`src/rtl/lpc_tpm_pkg.sv`:
```
package lpc_tpm_pkg;
  localparam logic [3:0] NIB_START = 4'b0101;
  localparam logic [3:0] NIB_WAIT  = 4'b0110;
  localparam logic [3:0] NIB_READY = 4'b0000;
  localparam logic [3:0] NIB_IDLE  = 4'b1111;

  typedef enum logic [2:0] {
    ST_IDLE, ST_TYPE, ST_ADDR, ST_WDAT, ST_HTAR, ST_SYNC, ST_RDAT, ST_PTAR
  } lpc_state_e;
endpackage

```
`src/rtl/lpc_tpm_fsm.sv`:
```
module lpc_tpm_fsm
  import lpc_tpm_pkg::*;
#(
  parameter int ADDR_W = 16,
  parameter int DATA_W = 8,
  localparam int ADDR_NIBS = ADDR_W / 4,
  localparam int DATA_NIBS = DATA_W / 4,
  localparam int CNT_W = $clog2(ADDR_NIBS + DATA_NIBS)
) (
  input  logic              clk_i,
  input  logic              rst_ni,
  input  logic              lframe_ni,
  input  logic [3:0]        lad_i,
  input  logic              ack_i,
  output lpc_state_e        state_o,
  output logic [CNT_W-1:0]  cnt_o,
  output logic              is_wr_o,
  output logic              go_o,
  output logic [ADDR_W-1:0] addr_o,
  output logic [DATA_W-1:0] wdata_o
);
  lpc_state_e        state_q, state_d;
  logic [CNT_W-1:0]  cnt_q, cnt_d;
  logic              is_wr_q, is_wr_d, go_q, go_d;
  logic [ADDR_W-1:0] addr_q, addr_d;
  logic [DATA_W-1:0] wdata_q, wdata_d;

  always_comb begin
    state_d = state_q;
    cnt_d   = cnt_q;
    is_wr_d = is_wr_q;
    go_d    = go_q;
    addr_d  = addr_q;
    wdata_d = wdata_q;
    if (!lframe_ni) begin
      go_d    = 1'b0;
      cnt_d   = '0;
      state_d = (lad_i == NIB_START) ? ST_TYPE : ST_IDLE;
    end else begin
      unique case (state_q)
        ST_IDLE: ;
        ST_TYPE: begin
          if (lad_i[3:2] == 2'b00) begin
            state_d = ST_ADDR;
            is_wr_d = lad_i[1];
          end else begin
            state_d = ST_IDLE;
          end
        end
        ST_ADDR: begin
          addr_d = {addr_q[ADDR_W-5:0], lad_i};
          if (cnt_q == CNT_W'(ADDR_NIBS - 1)) begin
            cnt_d = '0;
            if (is_wr_q) begin
              state_d = ST_WDAT;
            end else begin
              state_d = ST_HTAR;
              go_d    = 1'b1;
            end
          end else begin
            cnt_d = cnt_q + 1'b1;
          end
        end
        ST_WDAT: begin
          for (int i = 0; i < DATA_NIBS; i++) begin
            if (cnt_q == CNT_W'(i)) wdata_d[i*4 +: 4] = lad_i;
          end
          if (cnt_q == CNT_W'(DATA_NIBS - 1)) begin
            cnt_d   = '0;
            state_d = ST_HTAR;
            go_d    = 1'b1;
          end else begin
            cnt_d = cnt_q + 1'b1;
          end
        end
        ST_HTAR: begin
          if (cnt_q == CNT_W'(1)) begin
            cnt_d   = '0;
            state_d = ST_SYNC;
          end else begin
            cnt_d = cnt_q + 1'b1;
          end
        end
        ST_SYNC: begin
          if (ack_i) begin
            go_d    = 1'b0;
            cnt_d   = '0;
            state_d = is_wr_q ? ST_PTAR : ST_RDAT;
          end
        end
        ST_RDAT: begin
          if (cnt_q == CNT_W'(DATA_NIBS - 1)) begin
            cnt_d   = '0;
            state_d = ST_PTAR;
          end else begin
            cnt_d = cnt_q + 1'b1;
          end
        end
        ST_PTAR: begin
          if (cnt_q == CNT_W'(1)) begin
            cnt_d   = '0;
            state_d = ST_IDLE;
          end else begin
            cnt_d = cnt_q + 1'b1;
          end
        end
        default: state_d = ST_IDLE;
      endcase
    end
  end

  always_ff @(posedge clk_i or negedge rst_ni) begin
    if (!rst_ni) begin
      state_q <= ST_IDLE;
      cnt_q   <= '0;
      is_wr_q <= 1'b0;
      go_q    <= 1'b0;
      addr_q  <= '0;
      wdata_q <= '0;
    end else begin
      state_q <= state_d;
      cnt_q   <= cnt_d;
      is_wr_q <= is_wr_d;
      go_q    <= go_d;
      addr_q  <= addr_d;
      wdata_q <= wdata_d;
    end
  end

  assign state_o = state_q;
  assign cnt_o   = cnt_q;
  assign is_wr_o = is_wr_q;
  assign go_o    = go_q;
  assign addr_o  = addr_q;
  assign wdata_o = wdata_q;
endmodule

```
`src/rtl/lpc_tpm_hshake.sv`:
```
module lpc_tpm_hshake #(
  parameter int DATA_W = 8
) (
  input  logic              clk_i,
  input  logic              rst_ni,
  input  logic              go_i,
  input  logic              is_wr_i,
  input  logic              wr_done_i,
  input  logic              rd_ready_i,
  input  logic [DATA_W-1:0] rd_data_i,
  output logic              wr_valid_o,
  output logic              rd_req_o,
  output logic              ack_o,
  output logic [DATA_W-1:0] rd_data_o
);
  logic              valid_q, valid_d, req_q, req_d, ack_q, ack_d, cap_en;
  logic [DATA_W-1:0] rdat_q;

  always_comb begin
    valid_d = 1'b0;
    req_d   = 1'b0;
    ack_d   = ack_q;
    cap_en  = 1'b0;
    if (!go_i) begin
      ack_d = 1'b0;
    end else if (!ack_q) begin
      if (is_wr_i) begin
        if (valid_q && wr_done_i) ack_d = 1'b1;
        else valid_d = 1'b1;
      end else begin
        if (req_q && rd_ready_i) begin
          ack_d  = 1'b1;
          cap_en = 1'b1;
        end else begin
          req_d = 1'b1;
        end
      end
    end
  end

  always_ff @(negedge clk_i or negedge rst_ni) begin
    if (!rst_ni) begin
      valid_q <= 1'b0;
      req_q   <= 1'b0;
      ack_q   <= 1'b0;
      rdat_q  <= '0;
    end else begin
      valid_q <= valid_d;
      req_q   <= req_d;
      ack_q   <= ack_d;
      if (cap_en) rdat_q <= rd_data_i;
    end
  end

  assign wr_valid_o = valid_q;
  assign rd_req_o   = req_q;
  assign ack_o      = ack_q;
  assign rd_data_o  = rdat_q;
endmodule

```
`src/rtl/lpc_tpm_lad_drv.sv`:
```
module lpc_tpm_lad_drv
  import lpc_tpm_pkg::*;
#(
  parameter int DATA_W = 8,
  parameter int CNT_W = 3,
  localparam int DATA_NIBS = DATA_W / 4
) (
  input  lpc_state_e        state_i,
  input  logic [CNT_W-1:0]  cnt_i,
  input  logic              ack_i,
  input  logic [DATA_W-1:0] rdata_i,
  output logic [3:0]        lad_o,
  output logic              lad_oe_o
);
  always_comb begin
    lad_o    = NIB_IDLE;
    lad_oe_o = 1'b0;
    unique case (state_i)
      ST_SYNC: begin
        lad_oe_o = 1'b1;
        lad_o    = ack_i ? NIB_READY : NIB_WAIT;
      end
      ST_RDAT: begin
        lad_oe_o = 1'b1;
        for (int i = 0; i < DATA_NIBS; i++) begin
          if (cnt_i == CNT_W'(i)) lad_o = rdata_i[i*4 +: 4];
        end
      end
      ST_PTAR: lad_oe_o = (cnt_i == '0);
      default: ;
    endcase
  end
endmodule

```
`src/rtl/lpc_tpm_target.sv`:
```
module lpc_tpm_target
  import lpc_tpm_pkg::*;
#(
  parameter int ADDR_W = 16,
  parameter int DATA_W = 8,
  localparam int CNT_W = $clog2(ADDR_W / 4 + DATA_W / 4)
) (
  input  logic              clk_i,
  input  logic              rst_ni,
  input  logic              lframe_ni,
  input  logic [3:0]        lad_i,
  output logic [3:0]        lad_o,
  output logic              lad_oe_o,
  output logic [ADDR_W-1:0] addr_o,
  output logic [DATA_W-1:0] wdata_o,
  output logic              wr_valid_o,
  input  logic              wr_done_i,
  output logic              rd_req_o,
  input  logic [DATA_W-1:0] rd_data_i,
  input  logic              rd_ready_i
);
  logic [1:0]        rst_q;
  logic              rst_sync_n;
  lpc_state_e        state;
  logic [CNT_W-1:0]  cnt;
  logic              is_wr, go, ack;
  logic [DATA_W-1:0] rdata;

  always_ff @(posedge clk_i or negedge rst_ni) begin
    if (!rst_ni) rst_q <= '0;
    else         rst_q <= {rst_q[0], 1'b1};
  end
  assign rst_sync_n = rst_q[1];

  lpc_tpm_fsm #(.ADDR_W(ADDR_W), .DATA_W(DATA_W)) u_fsm (
    .clk_i(clk_i), .rst_ni(rst_sync_n), .lframe_ni(lframe_ni), .lad_i(lad_i),
    .ack_i(ack), .state_o(state), .cnt_o(cnt), .is_wr_o(is_wr), .go_o(go),
    .addr_o(addr_o), .wdata_o(wdata_o)
  );

  lpc_tpm_hshake #(.DATA_W(DATA_W)) u_hs (
    .clk_i(clk_i), .rst_ni(rst_sync_n), .go_i(go), .is_wr_i(is_wr),
    .wr_done_i(wr_done_i), .rd_ready_i(rd_ready_i), .rd_data_i(rd_data_i),
    .wr_valid_o(wr_valid_o), .rd_req_o(rd_req_o), .ack_o(ack), .rd_data_o(rdata)
  );

  lpc_tpm_lad_drv #(.DATA_W(DATA_W), .CNT_W(CNT_W)) u_drv (
    .state_i(state), .cnt_i(cnt), .ack_i(ack), .rdata_i(rdata),
    .lad_o(lad_o), .lad_oe_o(lad_oe_o)
  );
endmodule

```
`config.mk`:
```
export PLATFORM = sky130hd
export DESIGN_NAME = lpc_tpm_target
export DESIGN_NICKNAME = d
export VERILOG_FILES = /design/src/rtl/lpc_tpm_pkg.sv /design/src/rtl/lpc_tpm_fsm.sv /design/src/rtl/lpc_tpm_hshake.sv /design/src/rtl/lpc_tpm_lad_drv.sv /design/src/rtl/lpc_tpm_target.sv
export SDC_FILE = /design/constraint.sdc
export NUM_CORES = 1
export LEC_CHECK = 0
export BUFFER_PORTS_ARGS = -buffer_cell sky130_fd_sc_hd__buf_4
export CAP_MARGIN = 10
export CORE_MARGIN = 5
export CORE_UTILIZATION = 50
export CTS_CLUSTER_DIAMETER = 50
export CTS_CLUSTER_SIZE = 14
export DETAILED_ROUTE_END_ITERATION = 12
export PLACE_DENSITY = 0.74
export SETUP_SLACK_MARGIN = 0.5
export SLEW_MARGIN = 20
export SYNTH_ARGS = -nofsm -noshare
export SYNTH_HDL_FRONTEND = slang
export SYNTH_HIERARCHICAL = 1
export SYNTH_SLANG_ARGS = --single-unit
```
`constraint.sdc`:
```
create_clock -name clk_i -period 1.8 [get_ports clk_i]
set_clock_uncertainty 0.15 [all_clocks]
set_input_delay 0.09 -clock clk_i [delete_from_list [all_inputs] [get_ports clk_i]]
set_output_delay 0.09 -clock clk_i [all_outputs]
set_load 0.02 [all_outputs]
```
==> results of run 1 <==
## logic make-up (layout without fill, tap and decap cells)
kind of cell               after synthesis  in the layout  share of synthesized area (%)
adders and majority gates                5              5                           2.71
muxes                                   37             37                           17.8
AOI/OAI and AO/OA                       41             41                           11.0
buffers and inverters                   15            116                           3.20
DFF                                     45             45                           48.8
and+or+nand+nor                         54             54                           16.3
other                                    1              1                          0.162
## registers in the layout, summed over array words and instances, names as in the netlist, 2 cells and up
name            flops
u_fsm/addr_o       16
u_fsm/wdata_o       8
u_hs/rd_data_o      8
u_fsm/cnt_o         3
u_fsm/state_o       3
rst_q               2
## worst register-to-register path, cell delays in order, from the launching register on
cell	delay [ps]
dfrtn_1	350
buf_6	120
buf_4	140
nand2b_1	160
a21oi_1	210
and2_1	190
a22o_1	150
## timing repair
action,CTS,global route
setup buffers,13,10
gates resized for setup,34,12
endpoints found under the setup margin,61,61
pin swaps,12,7
endpoints found under the hold margin,17,0
hold buffers,7,0
gates cloned,0,0
## metal layers
layer,global-route usage [%],vias to the layer above,wire length (µm)
li1,-,912,-
met1,26.5,1009,2720
met2,36.0,58,3330
met3,4.17,16,338
met4,7.26,0,138
met5,0,-,0
## per-stage QoR
stage | total power (µW) | cell area (µm²) | instances | hold WS [ps] | setup TNS [ps]
3_3_place_gp | 3260 | 3100 | 313 | -278 | -8870
2_1_floorplan | 2630 | 2550 | 198 | -356 | -8000
3_5_place_dp | 3310 | 3100 | 313 | -277 | -9230
4_1_cts | 4210 | 3530 | 341 | 8.03 | -11010
6_report | 4390 | 3660 | 351 | 15.3 | -11760
5_1_grt | 4600 | 3660 | 351 | 29.2 | -13060
## area by class of cell
class | instances | share of cell area, %
multi-input cells | 138 | 38.5
clock buffers | 6 | 1.98
well taps | 52 | 1.78
inverters | 6 | 0.616
repair buffers | 102 | 25.0
flip-flops and latches | 45 | 31.0
clock inverters | 2 | 1.06
## final timing paths
check | startpoint | to | slack (ps) | cells past startpoint
worst min register to register | rst_q[1]$_DFF_PN0_ | u_fsm/cnt_o[2]$_DFFE_PN0P_ | 200 | 2
max in group asynchronous | rst_q[1]$_DFF_PN0_ | u_hs/wr_valid_o$_DFF_NN0_ | 490 | 1
worst min-delay path | lframe_ni | u_fsm/state_o[0]$_DFFE_PN0P_ | 20 | 3
min in group asynchronous | rst_q[1]$_DFF_PN0_ | u_fsm/cnt_o[2]$_DFFE_PN0P_ | 200 | 2
worst max register to register | u_hs/ack_o$_DFF_NN0_ | u_fsm/cnt_o[0]$_DFFE_PN0P_ | -630 | 6
worst max-delay path | u_hs/ack_o$_DFF_NN0_ | lad_o[1] | -770 | 5
## layout by cell type (no fill, tap or decap), types with 5 or more instances in the layout
cell           count
nand2b_4           5
nand2_1            5
dlygate4sd3_1      7
o21ai_0            8
dfrtp_1           29
dfrtn_1           11
a21oi_1           11
buf_4             71
clkbuf_8           5
inv_1              5
buf_6             17
or2_4              5
nor2_1             6
mux2_4            32
## power groups by stage
stage	sequential (µW)	clock, µW	combinational, µW
after CTS	1520	780	1910
after floorplan	1810	0	822
after global placement	1540	0	1730
after detailed placement	1550	0	1760
final	1530	768	2100
after global routing	1570	833	2200
==> qor.txt, run 1 <==
Status: finished, violations left
Failing checks: negative setup slack
Peak supply drop: 554 µV
GRT Resource Usage Total: 21.0%
RSZ-0062 raised after global routing: yes
Post-synth EDFFs: 0
RD Place Congestion: 0.858
IO buf count: 47
Number of diodes: 0
Residual DRC: 0
Critical-path cell list: buf_6, and3b_1, o21ai_2, or2_4, buf_6
Power per cell area: 1200 nW/µm²
Avg Cell Area, Syn: 11.7 µm²
Number of distinct library cells after synthesis: 50
Worst-Skew Late Latency: 300 ps
Most used cell, CP: buf_6
Vias in the first global route: 2094
Share of synthesized registers carrying an async set or reset: 100%
Grt ovf: 0
Comb power frac: 47.8%
Hpwl dp: 3920 µm
Worst-path maximum fanout: 2
Global-route wire length before repair: 10300 µm
Num rows: 24
Area share of the largest cell type after synthesis: 36.9%
Critical Path RT: 1560 ps
Pre-antenna DRT Iters: 4
Ys Warns: 6
Nets@finish: 320
Initial antenna violation count: 0
Synthesized net count: 220
CTS tree: built
Routed Antenna Nets: 0
Root Buffer: clkbuf_8
Share of layout cells above drive strength 1: 58.5%
Die span in x: 77.9 µm
Sequential share of power: 34.8%
Top cells by count, synth: dfrtp_1 (34), mux2_2 (33), a21oi_1 (13)
Synth Register Bits: 45
FILL cells: 237
Setup crit start kind: register
WP data arrival: 2330 ps
Worst setup EP type: output port
Die area: 6080 µm²
Clock Pin Slew Worst Setup and Hold Paths: 80 ps
Core footprint: 4410 µm²
Hold/Removal Path Class: in -> reg
Top cells by area, synth: dfrtp_1 (37%), mux2_2 (16%), dfrtn_1 (12%), a21oi_1 (2.8%), ha_1 (2.7%)
Vias per cell: 5.68
FF/Latch Area: 1130 µm²
Crit-path max cell delay: 420 ps
Largest delay contributor family on the critical path: flip-flops
Clk pwr share: 17.5%
TritonCTS Buffers: 5
Setup violations, final: 27
Final hold violation count: 0
Slew Viols, Final: 0
WL final: 6530 µm
Cell Int Power: 2840 µW
Area Overhead vs Synth: 58.4%
Largest net degree at the start of global routing: 30
Final worst slack: -774 ps
Multi-input logic area: 1410 µm²
Post-layout util: 82.9%
Crit Path Class: reg -> out
Pleak: 0.00167 µW
CTS Buffer Depth: 2
DR vias: 1995
H-tree depth: 2
Main synth FF type: dfrtp_1
Psw: 1560 µW
Initial Utilization: 52.3%
WL per Instance: 18.6 µm
Post-place setup slack: -560 ps
Part of the Yosys area used for sequential elements: 48.8%
Sw Share: 35.5%
Mapped cell area: 2310 µm²
Top Ports: 48
Synth Instances: 198
Die Ht: 77.9 µm
Initial DRC Count: 101
Buffers & Inverters on Critical Path: 2
Cell taking the most area after synthesis: dfrtp_1
Max Cap Viol: 0
Sink Count: 45
Slowest CP cell: dfrtn_1
Most common cell in the synthesized netlist: dfrtp_1
(Power assumes the default switching activity.)
==> inputs of run 2 (changes only) <==
CTS_BUF_LIST = sky130_fd_sc_hd__clkbuf_4 sky130_fd_sc_hd__clkbuf_8   (was default)
PLACE_DENSITY = 0.77   (was 0.74)
clock period = 2.2 ns   (was 1.8 ns; I/O delays follow)
==> qor.txt, run 2 (synthesis gave the netlist of run 1 again) <==
Setup violations, final: 22 (-19%)
Vias per cell: 5.39 (-5.1%)
Most frequent cells in the layout: buf_4 (71), dfrtp_1 (30), mux2_2 (17)
Failing checks: negative setup slack
Largest delay contributor family on the critical path: flip-flops
DR vias: 1882 (-5.7%)
Routed Antenna Nets: 0 (unchanged)
Die area: 6080 µm² (unchanged)
Final setup TNS: -7300 ps (+4460 ps)
Core footprint: 4410 µm² (unchanged)
Pleak: 0.00161 µW (-3.1%)
WL per Instance: 17.1 µm (-7.8%)
Critical-path cell list: buf_6, and3b_1, o21ai_2, or2_4, buf_6
Slew Viols, Final: 0 (unchanged)
IO buf count: 47 (unchanged)
Top Ports: 48 (unchanged)
Setup crit start kind: register
Hpwl dp: 3770 µm (-3.8%)
Worst setup EP type: output port
Sink Count: 45 (unchanged)
Root Buffer: clkbuf_8
RD Place Congestion: 0.847 (-1.3%)
Die span in x: 77.9 µm (unchanged)
RSZ-0062 raised after global routing: yes
Die Ht: 77.9 µm (unchanged)
Vias in the first global route: 1799 (-14%)
Final worst slack: -585 ps (+189 ps)
Critical Path RT: 1940 ps (+380 ps)
Clock Pin Slew Worst Setup and Hold Paths: 90 ps (about the same)
TritonCTS Buffers: 5 (unchanged)
Crit-path max cell delay: 440 ps (+20 ps)
Crit Path Class: reg -> out
Most used cell, CP: buf_6
Commonest non-fill, non-tap cell in the layout: buf_4
H-tree depth: 2 (unchanged)
Global-route wire length before repair: 9030 µm (-12%)
Initial antenna violation count: 0 (unchanged)
Peak supply drop: 765 µV (+38%)
Pre-antenna DRT Iters: 4 (unchanged)
Initial DRC Count: 150 (+49%)
Number of diodes: 0 (unchanged)
Slowest CP cell: dfrtn_1
Largest net degree at the start of global routing: 28 (-6.7%)
Max Cap Viol: 0 (unchanged)
WP data arrival: 2530 ps (+200 ps)
Hold/Removal Path Class: reg -> async
Post-place setup slack: -373 ps (+187 ps)
CTS tree: built
Total power: 3390 µW (-23%)
Status: finished, violations left
Grt ovf: 0 (unchanged)
Max FFs per register: 16 (unchanged)
Num rows: 24 (unchanged)
WL final: 5990 µm (-8.3%)
Residual DRC: 0 (unchanged)
CTS Buffer Depth: 2 (unchanged)
GRT Resource Usage Total: 18.2% (-2.9 points)
Buffers & Inverters on Critical Path: 2 (unchanged)
Worst-path maximum fanout: 2 (unchanged)
Area Overhead vs Synth: 51.5%
Nets@finish: 318 (-0.63%)
Power per cell area: 969 nW/µm² (-19%)
Share of layout cells above drive strength 1: 57.9% (-0.62 points)
Final hold violation count: 0 (unchanged)
Worst-Skew Late Latency: 300 ps (about the same)
Initial Utilization: 52.3% (unchanged)
run 2: cell type report:
type / instances / area (µm²)
multi-input combinational: 138 / 1300
tap: 52 / 65.1
clock buffer: 5 / 68.8
fill: 283 / 916
clock inverter: 3 / 21.3
inverter: 6 / 27.5
timing repair buffer: 100 / 883
sequential: 45 / 1130
run 2: path summary, 6_finish.rpt:
kind	cells past startpoint	endpoint	slack [ps]	from
worst max-delay path	5	lad_o[1]	-590	u_hs/ack_o$_DFF_NN0_
worst min-delay path	0	u_fsm/addr_o[14]$_DFFE_PN0P_	40	rst_q[1]$_DFF_PN0_
max in group asynchronous	0	u_hs/ack_o$_DFF_NN0_	640	rst_q[1]$_DFF_PN0_
min in group clk_i	0	rst_q[1]$_DFF_PN0_	230	rst_q[0]$_DFF_PN0_
worst max register to register	4	u_fsm/go_o$_DFFE_PN0P_	-410	u_hs/ack_o$_DFF_NN0_
worst min register to register	0	u_fsm/addr_o[14]$_DFFE_PN0P_	40	rst_q[1]$_DFF_PN0_
run 2: power breakdown:
part           switching, µW  internal (µW)
Combinational            762            862
Clock                    308            226
Sequential               179           1050
run 2: timing repair:
item	4_1_cts	5_1_grt
endpoints found under the hold margin	17	0
buffers inserted	5	22
hold buffers	7	0
pin swaps	9	8
gates resized for setup	26	39
endpoints found under the setup margin	45	50
cloned	0	2
run 2: worst register-to-register path, cell delays in order, from the launching register on:
cell	delay, ps
dfrtn_1	440
and4bb_1	250
or2_4	260
nor3_1	230
a311o_1	140
run 2: per-stage QoR:
| stage | cell area, µm² | cells | util [%] | hold slack, ps |
|---|---|---|---|---|
| after floorplan | 2340 | 198 | - | -336 |
| after global placement | 2850 | 305 | 64.5 | -256 |
| after detailed placement | 2850 | 305 | 64.5 | -254 |
| after CTS | 3150 | 325 | 71.3 | 46.6 |
| after global routing | 3500 | 349 | 79.3 | 66.2 |
| final | 3500 | 349 | 79.3 | 43.2 |
run 2: routing by layer:
layer | up-vias | track usage, % | share of wire, % | routed length (µm)
met3 | 4 | 5.67 | 6.1 | 365
li1 | 902 | - | - | -
met4 | 0 | 3.21 | 0.52 | 31
met2 | 58 | 28.0 | 50 | 2970
met1 | 918 | 25.7 | 44 | 2620
met5 | - | 0 | 0 | 0
==> inputs of run 3 (changes only) <==
ABC_AREA = 1   (was default)
MAX_ROUTING_LAYER = met4   (was default)
==> qor.txt, run 3 <==
Status: finished, violations left
Failing checks: negative setup slack
Initial DRC Count: 148 (-1.3%)
Initial Utilization: 50.9% (-1.4 points)
GR Layer Usage met1: 25.7% (+0.047 points)
Sink Count: 45 (unchanged)
IO buf count: 47 (unchanged)
Sequential share of power: 36.3% (about the same)
WP data arrival: 2260 ps (-270 ps)
Synth Instances: 277 (+40%)
Num rows: 25 (+4.2%)
Final setup TNS: -2840 ps (+4460 ps)
Synth Register Bits: 45 (unchanged)
Pre-antenna DRT Iters: 4 (unchanged)
WL per Instance: 13.8 µm (-20%)
Cell taking the most area after synthesis: dfrtp_1
Root Buffer: clkbuf_8
Setup violations, final: 20 (-9.1%)
CTS Buffer Depth: 2 (unchanged)
Psw: 1580 µW (+27%)
Slew Viols, Final: 0 (unchanged)
Vias per cell: 5.17 (-4.2%)
Buffers & Inverters on Critical Path: 2 (unchanged)
Top cells by count, synth: nand2_1 (72), inv_1 (36), dfrtp_1 (34)
Number of distinct library cells after synthesis: 30 (-40%)
Comb power frac: 50.4% (+2.5 points)
Top Ports: 48 (unchanged)
Max FFs per register: 16 (unchanged)
GRT Resource Usage Total: 18.9% (+0.75 points)
Critical-path cell list: inv_1, nand3_1, nand3_1, nand2_2, buf_6
Most frequent cells in the layout: buf_4 (57), nand2_1 (55), inv_1 (31)
Slowest CP cell: dfrtn_1
Clk pwr share: 13.3% (-2.4 points)
Setup crit start kind: register
H-tree depth: 2 (unchanged)
Mapped cell area: 2390 µm² (+3.4%)
Ys Warns: 6 (unchanged)
Pleak: 0.00170 µW (+5.1%)
Max Cap Viol: 0 (unchanged)
Avg Cell Area, Syn: 8.61 µm² (-26%)
Clock Pin Slew Worst Setup and Hold Paths: 70 ps (-20 ps)
Post-synth EDFFs: 0 (unchanged)
Worst-Skew Late Latency: 290 ps (about the same)
Die span in x: 79.1 µm (+1.5%)
Number of diodes: 0 (unchanged)
Largest net degree at the start of global routing: 33 (+18%)
Hpwl dp: 3960 µm (+5.0%)
Core footprint: 4690 µm² (+6.3%)
Cell Int Power: 2290 µW (+6.8%)
Die Ht: 79.1 µm (+1.5%)
Area of placed instances: 2850 µm² (+0.26%)
Global-route wire length before repair: 9210 µm (+2.1%)
TritonCTS Buffers: 5 (unchanged)
Synthesized net count: 299 (+36%)
Grt ovf: 0 (unchanged)
Commonest non-fill, non-tap cell in the layout: buf_4
Initial antenna violation count: 0 (unchanged)
Die area: 6250 µm² (+2.9%)
Peak supply drop: 588 µV (-23%)
Most common cell in the synthesized netlist: nand2_1
Residual DRC: 0 (unchanged)
Top cells by area, synth: dfrtp_1 (36%), dfrtn_1 (12%), nand2_1 (11%), nand3_1 (6.7%), inv_1 (5.7%)
Part of the Yosys area used for sequential elements: 47.2% (-1.6 points)
Area share of the largest cell type after synthesis: 35.7% (-1.2 points)
Worst setup EP type: output port
RD Place Congestion: 0.906 (+7.0%)
Hold/Removal Path Class: in -> async
Area Overhead vs Synth: 34.6%
Final hold violation count: 0 (unchanged)
Most used cell, CP: nand3_1
Crit Path Class: reg -> out
FILL cells: 349 (+23%)
Main synth FF type: dfrtp_1
Routed Antenna Nets: 0 (unchanged)
Design Area, Final: 3210 µm² (-8.2%)
Critical Path RT: 1940 ps (about the same)
Nets@finish: 370 (+16%)
Worst-path maximum fanout: 2 (unchanged)
Crit-path max cell delay: 420 ps (-20 ps)
Grt peak-use layer: met2
RSZ-0062 raised after global routing: yes
Met3 usage: 3.40% (-2.3 points)
Vias in the first global route: 1978 (+9.9%)
Sw Share: 40.9% (+4.1 points)
WL final: 5550 µm (-7.3%)
Final worst slack: -317 ps (+268 ps)
Post-place setup slack: -216 ps (+156 ps)
DR vias: 2082 (+11%)
Largest delay contributor family on the critical path: flip-flops
Met2 Use GR: 29.7% (+1.7 points)
Share of synthesized registers carrying an async set or reset: 100% (unchanged)
Share of layout cells above drive strength 1: 40.1% (-18 points)
CTS tree: built
Power per cell area: 1200 nW/µm² (+24%)
## run 3: kinds of logic after synthesis
group,share of synthesized area [%]
flip-flops,47.2
AND/OR/NAND/NOR,29.4
buffers and inverters,8.86
multiplexers,5.98
AO/OA/AOI/OAI,5.77
adder cells (fa/ha/maj),2.62
other,0.157
## run 3: path summary, 6_finish.rpt
check	cells past startpoint	slack, ps	end	startpoint
worst max-delay path	5	-320	lad_o[3]	u_hs/rd_data_o[3]$_DFFE_NN0P_
worst min-delay path	2	20	rst_q[1]$_DFF_PN0_	rst_ni
worst max register to register	6	-200	u_fsm/state_o[0]$_DFFE_PN0P_	u_hs/ack_o$_DFF_NN0_
worst min register to register	0	200	rst_q[1]$_DFF_PN0_	rst_q[0]$_DFF_PN0_
max in group asynchronous	0	720	u_hs/rd_data_o[6]$_DFFE_NN0P_	rst_q[1]$_DFF_PN0_
min in group clk_i	3	20	u_fsm/wdata_o[7]$_DFFE_PN0P_	lad_i[3]
## run 3: through the flow
step                      hold slack, ps  std cells  util [%]  power, µW
final                               21.5        403      68.5       3870
after global routing                26.6        403      68.5       4130
after CTS                           22.9        395      65.6       3680
after detailed placement            -255        380      60.8       3030
after global placement              -257        380      60.8       2980
after floorplan                     -336        277         -       2460
## run 3: power groups by stage
stage,Combinational [µW],Clock (µW),Sequential [µW]
after detailed placement,1620,0,1410
after floorplan,870,0,1590
after global routing,2120,563,1450
after global placement,1580,0,1400
final,1950,515,1400
after CTS,1760,528,1390
## run 3: per-layer routing
layer / up-vias / wire [µm]
li1: 1027 / -
met1: 989 / 2400
met2: 57 / 2870
met3: 9 / 204
met4: 0 / 74
met5: - / 0
## run 3: layout make-up
class / instances / area [µm²] / area share [%]
sequential: 45 / 1130 / 35.3
tap: 54 / 67.6 / 2.10
inverter: 41 / 161 / 5.03
multi-input combinational: 185 / 1190 / 36.9
clock buffer: 8 / 91.3 / 2.84
timing repair buffer: 70 / 572 / 17.8
## run 3: what timing repair did
| action | 4_1_cts | 5_1_grt |
|---|---|---|
| endpoints found under the hold margin | 3 | 0 |
| pin swaps | 4 | 8 |
| gates resized for setup | 18 | 25 |
| setup endpoints to repair | 30 | 26 |
| setup buffers | 5 | 8 |
| hold buffers | 2 | 0 |
| cloned | 0 | 0 |
